[src/rtl/sguard_pkg.sv]
package sguard_pkg;

  localparam int SR_LOCKEN = 7;
  localparam int SR_LK1    = 3;
  localparam int SR_LK0    = 2;
  localparam int SR_WEL    = 1;
  localparam int SR_BUSY   = 0;

  typedef struct packed {
    logic       locken;
    logic [1:0] lk;
  } sg_nv_t;

  // Lowest locked address for a lock code; code 0 means nothing locked.
  function automatic logic [31:0] lock_floor(input logic [1:0] lk, input int aw);
    logic [31:0] q;
    q = 32'd1 << (aw - 2);
    case (lk)
      2'b01:   return 32'd3 * q;
      2'b10:   return 32'd2 * q;
      default: return 32'd0;
    endcase
  endfunction

  function automatic logic addr_locked(input logic [31:0] a, input logic [1:0] lk, input int aw);
    return (lk != 2'b00) && (a >= lock_floor(lk, aw));
  endfunction

  function automatic sg_nv_t nv_from_byte(input logic [7:0] d);
    sg_nv_t n;
    n.locken = d[SR_LOCKEN];
    n.lk     = {d[SR_LK1], d[SR_LK0]};
    return n;
  endfunction

  function automatic logic [7:0] pack_status(input sg_nv_t n, input logic wel, input logic bsy);
    logic [7:0] s;
    s = 8'h00;
    s[SR_LOCKEN] = n.locken;
    s[SR_LK1]    = n.lk[1];
    s[SR_LK0]    = n.lk[0];
    s[SR_WEL]    = wel;
    s[SR_BUSY]   = bsy;
    return s;
  endfunction

endpackage

[src/rtl/sguard_wel.sv]
module sguard_wel (
  input  logic clk,
  input  logic rst_n,
  input  logic cs_n,
  input  logic frame_end,
  input  logic busy,
  input  logic set_req,
  input  logic clr_req,
  input  logic done,
  output logic wel
);

  logic set_p;
  logic clr_p;
  logic live;

  assign live = ~cs_n & ~busy;

  always_ff @(posedge clk or negedge rst_n) begin
    if (!rst_n) begin
      wel   <= 1'b0;
      set_p <= 1'b0;
      clr_p <= 1'b0;
    end else begin
      if (done) begin
        wel <= 1'b0;
      end else if (frame_end && !busy) begin
        if (clr_p)      wel <= 1'b0;
        else if (set_p) wel <= 1'b1;
      end
      if (cs_n) begin
        set_p <= 1'b0;
        clr_p <= 1'b0;
      end else if (live) begin
        if (set_req) set_p <= 1'b1;
        if (clr_req) clr_p <= 1'b1;
      end
    end
  end

endmodule

[src/rtl/sguard_nvbits.sv]
module sguard_nvbits
  import sguard_pkg::*;
(
  input  logic       clk,
  input  logic       rst_n,
  input  logic       cs_n,
  input  logic       frame_end,
  input  logic       busy,
  input  logic       wrsr_req,
  input  logic [7:0] wrsr_byte,
  input  logic       grant,
  input  logic       hw_lock,
  output sg_nv_t     nv,
  output logic       launch,
  output logic       abort
);

  logic   pend;
  sg_nv_t pdata;

  assign abort  = pend & hw_lock & ~cs_n;
  assign launch = frame_end & pend & ~hw_lock & ~busy;

  always_ff @(posedge clk or negedge rst_n) begin
    if (!rst_n) begin
      pend  <= 1'b0;
      pdata <= '0;
      nv    <= '0;
    end else begin
      if (cs_n) begin
        pend <= 1'b0;
      end else if (abort) begin
        pend <= 1'b0;
      end else if (wrsr_req && grant) begin
        pend  <= 1'b1;
        pdata <= nv_from_byte(wrsr_byte);
      end
      if (launch) nv <= pdata;
    end
  end

endmodule

[src/rtl/sguard_decide.sv]
module sguard_decide
  import sguard_pkg::*;
#(
  parameter int ADDR_W = 14
) (
  input  logic              wel,
  input  logic              busy,
  input  sg_nv_t            nv,
  input  logic              wp_n,
  input  logic [ADDR_W-1:0] addr,
  output logic              arr_ok,
  output logic              sr_ok,
  output logic              hw_lock
);

  localparam int PAD = 32 - ADDR_W;

  logic [31:0] addr_w;
  logic        in_lock;

  generate
    if (PAD > 0) begin : g_pad
      assign addr_w = {{PAD{1'b0}}, addr};
    end else begin : g_nopad
      assign addr_w = addr;
    end
  endgenerate

  assign in_lock = addr_locked(addr_w, nv.lk, ADDR_W);
  assign hw_lock = ~wp_n & nv.locken;
  assign arr_ok  = wel & ~busy & ~in_lock;
  assign sr_ok   = wel & ~busy & ~hw_lock;

endmodule

[src/rtl/sguard_top.sv]
module sguard_top
  import sguard_pkg::*;
#(
  parameter int ADDR_W = 14
) (
  input  logic              clk,
  input  logic              rst_n,
  input  logic              cs_n,
  input  logic              wren_hit,
  input  logic              wrdi_hit,
  input  logic              wrsr_hit,
  input  logic [7:0]        wrsr_byte,
  input  logic              wp_n,
  input  logic              busy,
  input  logic              wr_done,
  input  logic [ADDR_W-1:0] wr_addr,
  output logic [7:0]        status,
  output logic              arr_wr_ok,
  output logic              sr_wr_ok,
  output logic              sr_launch
);

  logic   cs_q;
  logic   frame_end;
  logic   wel;
  logic   hw_lock;
  logic   sr_abort;
  sg_nv_t nv;

  always_ff @(posedge clk or negedge rst_n) begin
    if (!rst_n) cs_q <= 1'b1;
    else        cs_q <= cs_n;
  end

  assign frame_end = cs_n & ~cs_q;

  sguard_wel u_wel (
    .clk      (clk),
    .rst_n    (rst_n),
    .cs_n     (cs_n),
    .frame_end(frame_end),
    .busy     (busy),
    .set_req  (wren_hit),
    .clr_req  (wrdi_hit),
    .done     (wr_done),
    .wel      (wel)
  );

  sguard_decide #(.ADDR_W(ADDR_W)) u_dec (
    .wel    (wel),
    .busy   (busy),
    .nv     (nv),
    .wp_n   (wp_n),
    .addr   (wr_addr),
    .arr_ok (arr_wr_ok),
    .sr_ok  (sr_wr_ok),
    .hw_lock(hw_lock)
  );

  sguard_nvbits u_nv (
    .clk      (clk),
    .rst_n    (rst_n),
    .cs_n     (cs_n),
    .frame_end(frame_end),
    .busy     (busy),
    .wrsr_req (wrsr_hit),
    .wrsr_byte(wrsr_byte),
    .grant    (sr_wr_ok),
    .hw_lock  (hw_lock),
    .nv       (nv),
    .launch   (sr_launch),
    .abort    (sr_abort)
  );

  assign status = pack_status(nv, wel, busy);

endmodule

[config.mk]
export PLATFORM = sky130hd
export DESIGN_NAME = sguard_top
export DESIGN_NICKNAME = d
export VERILOG_FILES = /design/src/rtl/sguard_pkg.sv /design/src/rtl/sguard_wel.sv /design/src/rtl/sguard_nvbits.sv /design/src/rtl/sguard_decide.sv /design/src/rtl/sguard_top.sv
export SDC_FILE = /design/constraint.sdc
export NUM_CORES = 1
export LEC_CHECK = 0
export ABC_AREA = 1
export ABC_CLOCK_PERIOD_IN_PS = 2300
export BUFFER_PORTS_ARGS = -buffer_cell sky130_fd_sc_hd__buf_2
export CAP_MARGIN = 20
export CELL_PAD_IN_SITES_DETAIL_PLACEMENT = 0
export CELL_PAD_IN_SITES_GLOBAL_PLACEMENT = 1
export CORE_ASPECT_RATIO = 1.2
export CORE_MARGIN = 2
export CORE_UTILIZATION = 27
export DETAILED_ROUTE_END_ITERATION = 12
export PLACE_DENSITY = 0.85
export SYNTH_ARGS = -nofsm -noshare
export SYNTH_HDL_FRONTEND = slang
export SYNTH_SLANG_ARGS = --single-unit
[constraint.sdc]
create_clock -name clk -period 2.3 [get_ports clk]
set_clock_uncertainty 0.15 [all_clocks]
set_input_delay 0.345 -clock clk [delete_from_list [all_inputs] [get_ports clk]]
set_output_delay 0.345 -clock clk [all_outputs]
set_load 0.005 [all_outputs]
==> Yosys cells after proc, flatten, opt, wreduce, memory -nomap -nowiden <==
Cells that the tools add are included.
{ "word_totals": {"regBits": 11, "wordCells": 59} }
{ "classes": {"magnitude_cmp": 1, "eq_ne": 2, "muxes": 14, "bitwise_logic": 18, "reduce_logical": 15} }
{ "ops": {"columns": ["op", "count"], "rows": [
  ["$pmux 14 s2", 1],
  ["$ge 14x14->1", 1],
  ["$mux 1", 13],
  ["$and 1x1->1", 11],
  ["$reduce_bool 2->1", 5],
  ["$not 1->1", 7],
  ["$reduce_and 2->1", 3],
  ["$reduce_bool 3->1", 2],
  ["$logic_and 1x1->1", 3],
  ["$reduce_and 3->1", 1],
  ["$eq 2x1->1 const B", 1],
  ["$eq 2x2->1 const B", 1],
  ["$logic_not 1->1", 1]
]} }

==> Logic depth before layout (Yosys ltp) <==
{ "logic_depth": {"word_depth": 8, "mapped_depth": 11, "ltp_nobuf": 11} }

==> Modules after synthesis <==
A second synthesis with hierarchy kept.
{ "unflattened": {"hier_cells": 96, "hier_area_um2": 700.7} }
{ "modules_own_cells": {"columns": ["mod", "instances", "cells_each", "area_each_um2", "seq_area_each_um2"], "rows": [
  ["sguard_nvbits", 1, 39, 324.1, 175.2],
  ["sguard_decide", 1, 32, 162.7, 0.0],
  ["sguard_wel", 1, 16, 136.4, 75.1],
  ["sguard_top", 1, 9, 77.6, 26.3]
]} }

==> Worst setup path after synthesis <==
Ideal clock, no wire load.
{ "synth_path": {"kind": "reg-to-output", "startpoint": "register, netlist name u_nv.nv[0]", "endpoint": "output port arr_wr_ok", "arrival_time_ns": 1.382, "slack_ns": 0.423, "stages_incl_launch_ff": 12, "path_buffers": 0, "path_cell_list": "dfrtp_1 > inv_1 > ha_1 > inv_1 > ha_1 > nand2_1 > inv_1 > nand2_1 > nor2_1 > nand2_1 > nand2_1 > a21oi_1"} }
{ "synth_via": {"elab_chain_cells": 6, "word_cells_on_any_way": 8} }
{ "synth_rtl": {"columns": ["element", "line_no", "rtl"], "rows": [
  ["$eq 2x2->1 / $eq 2x1->1 (equally long branches)", "sguard_pkg.sv:18", "case (lk)"],
  ["$pmux 14 s2", "sguard_pkg.sv:18", null],
  ["$ge 14x14->1", "sguard_pkg.sv:26", "return (lk != 2'b00) && (a >= lock_floor(lk, aw));"],
  ["$logic_and 1x1->1 *", "sguard_pkg.sv:26", null],
  ["$not 1->1 *", "sguard_decide.sv:31", "assign arr_ok = wel & ~busy & ~in_lock;"],
  ["$and 1x1->1 *", "sguard_decide.sv:31", null],
  ["to (decl)", "sguard_top.sv:18", "output logic arr_wr_ok,"]
]} }
Mark *: on every way between the ends. The rest lies on a longest branch, timed or not.

==> Worst setup path in the final report <==
{ "layout_path": {"startpoint": "register, netlist name u_nv.nv[0]", "endpoint": "output port arr_wr_ok"} }
{ "layout_via": {"elab_chain_cells": 6, "word_cells_on_any_way": 8} }
{ "layout_rtl": {"columns": ["element", "line_no"], "rows": [
  ["$eq 2x2->1 / $eq 2x1->1 (equally long branches)", "sguard_pkg.sv:18"],
  ["$pmux 14 s2", "sguard_pkg.sv:18"],
  ["$ge 14x14->1", "sguard_pkg.sv:26"],
  ["$logic_and 1x1->1 *", "sguard_pkg.sv:26"],
  ["$not 1->1 *", "sguard_decide.sv:31"],
  ["$and 1x1->1 *", "sguard_decide.sv:31"]
]} }
Marked as above.

==> metrics.txt <==
post-synth top area share=38.24%; Avg Synthesized Cell Area=8.079 um^2; total CTS buffers=3; RSZ-0062 raised after global routing=yes; EDFF count, synth=0; multiplexer share of the synthesized area=0%; Synth Area in Adders=7.648%; Final Cell Area=939.7 um^2; IO Port Bufs=33; Mapped Area=654.4 um^2; Clock Pin Slew Worst Setup and Hold Paths=0.07 ns; Worst Path Required=1.80 ns; H-tree levels=1; Die Y=57.93 um; Max Fclk=447.1 MHz; DRC Markers=0; Worst EP arrival=1.74 ns; Pins Over Slew Limit=0; GRT Util Overall=9.413%; xor/xnor cell area share of the yosys netlist=0%; CP startpoint kind=register; Synth Flop Type=dfrtp_1; Hold Path Class=primary input to register; CP Capture Type=output port; Setup-failing EPs final=0; crit path max-delay cell type=dfrtp_1; #FFs+latches synth=11; die area=0.002835 mm^2; routability cong.=0.6948; post-layout min period=2.237 ns; CTS tree=built; FFs w/ async S/R, synth=100.0%; PD cells=488.6 mW/mm^2; Initial Utilization=28.38%; Final Hold Fails=0; slack of the critical path=0.06336 ns; sequential area share after synthesis=42.26%; vias per cell=4.000; largest net degree at the start of global routing=12; post-synth top area cell=dfrtp_1; Via Count=600; initial DRC count=8; maxcap violations=0; Worst path max stage delay=0.38 ns; Hold WS=0.05694 ns; CORE AREA=0.002306 mm^2; initial antenna violation count=0; antenna cell count=0; die width=48.94 um; Post-DP Area=828.3 um^2; Worst VDD drop=0.0002973 V; num ports=42; Clock Tree Buf Depth=2; Setup WS pre-CTS=0.2682 ns; CP max FO=2; synth cell count leaders=inv_1, nand2_1, dfrtp_1; HPWL Detailed=1.112 mm; vias in the first global route=542; Site Rows=19; final net count=155; status=finished, final reports clean; later-pin clock latency in the skew report=0.27 ns; ANT nets after route=0; CP cell instances=inv_2 > ha_4 > inv_2 > ha_4 > nand2_2 > inv_2 > nand2_1 > nor2_1 > nand2_1 > nand2_2 > a21oi_2 > buf_2; largest family of logic cells by synthesized area=simple AND/OR/NAND/NOR gates; FILL cells=248; Post-Route WL=1.402 mm; first-pass GRT wire length=2.070 mm; Fin Setup TNS=0 ns; remaining global-route overflow=0; DRT Pass-1 Iters=6; dominant cells by area after synthesis=dfrtp_1, inv_1, ha_1; Worst Setup Path Type=register to output port; crit-path most repeated cell=inv_2; Post-Syn Instances=81; Tot Pwr=0.4591 mW; share of cells above drive strength 1=49.58%; root buffer cell=clkbuf_4; warnings from Yosys=0; Area Growth Syn to Fin=43.59%; LEAKAGE=0.5002 nW; drt wl/cell=9.347 um; simple logic cell fraction of the synthesized area=24.67%; top-count cell post-synth=inv_1; part of the cycle the worst path needs=97.25%; unique cell type count in the Yosys netlist=19; TritonCTS sink count=11; post-synthesis compound-gate area fraction=9.943%
timing repair:
item | 4_1_cts | 5_1_grt
pin swaps | 0 | 5
cloned | 0 | 0
endpoints found under the hold margin | 10 | 0
endpoints found under the setup margin | 1 | 1
hold buffers | 1 | 0
gates resized for setup | 0 | 12
setup buffers | 2 | 1
cells by family (layout without fill, tap and decap cells):
group,count (synthesis),in the layout
DFF,11,11
adders and majority gates,4,4
AOI/OAI and AO/OA,13,13
other,1,3
buffers and inverters,21,57
and+or+nand+nor,31,31
routing by layer:
| layer | track usage, % | up-vias | wire length, um |
|---|---|---|---|
| met5 | 0 | - | 0 |
| met4 | 4.898 | 0 | 0 |
| met3 | 2.835 | 0 | 84 |
| met2 | 16.44 | 24 | 740 |
| met1 | 10.36 | 262 | 578 |
| li1 | - | 314 | - |
final timing paths:
path,from,end,slack [ns],cells past startpoint
max reg2reg,u_nv.nv[2],u_nv.pdata[0],1.05,6
min in group asynchronous,rst_n,u_nv.pdata[0],0.32,2
min,cs_n,cs_q,0.06,1
max in group asynchronous,rst_n,cs_q,1.42,2
min reg2reg,u_wel.clr_p,u_wel.clr_p,0.35,2
max,u_nv.nv[0],arr_wr_ok,0.06,12
final cells by class:
| cell class | count | area, um^2 | area share (%) |
|---|---|---|---|
| Clock buffer | 4 | 26.28 | 2.796 |
| Multi-Input combinational cell | 51 | 336.6 | 35.82 |
| Timing Repair Buffer | 37 | 201.4 | 21.44 |
| Sequential cell | 11 | 276.5 | 29.43 |
| Inverter | 16 | 60.06 | 6.391 |
| Tap cell | 31 | 38.79 | 4.128 |
worst max-delay path: cells and delay by family, from the launching register on:
kind / cells / cell delay (ns)
flip-flops: 1 / 0.38
AND/OR/NAND/NOR: 5 / 0.29
adder cells (fa/ha/maj): 2 / 0.52
buffers and inverters: 4 / 0.25
AO/OA/AOI/OAI: 1 / 0.04
per-stage QoR:
stage	instances	util, %
after floorplan	83	-
after global placement	142	35.92
after detailed placement	142	35.92
after CTS	149	38.14
after global routing	150	40.75
final	150	40.75
sequential cells by signal, summed over array words and instances, names as in the netlist:
signal / count
u_nv.nv: 3
u_nv.pdata: 3
cs_q: 1
u_nv.pend: 1
u_wel.clr_p: 1
u_wel.set_p: 1
u_wel.wel: 1
where the power goes:
part | leakage, nW | total [mW] | switching [mW] | internal, mW
clock | 0.0150 | 0.128 | 0.0612 | 0.0671
combinational | 0.352 | 0.114 | 0.0558 | 0.0580
sequential | 0.133 | 0.217 | 0.00761 | 0.209
total | 0.500 | 0.459 | 0.125 | 0.335
layout by cell type, fill, tap and decap left out, types with 4 or more instances in the layout:
master	n
nand2_1	11
nor2_1	9
o21ai_0	6
a21oi_1	5
buf_2	33
inv_2	5
nand2_2	4
dfrtp_1	10
inv_1	11
(Power assumes the default switching activity.)
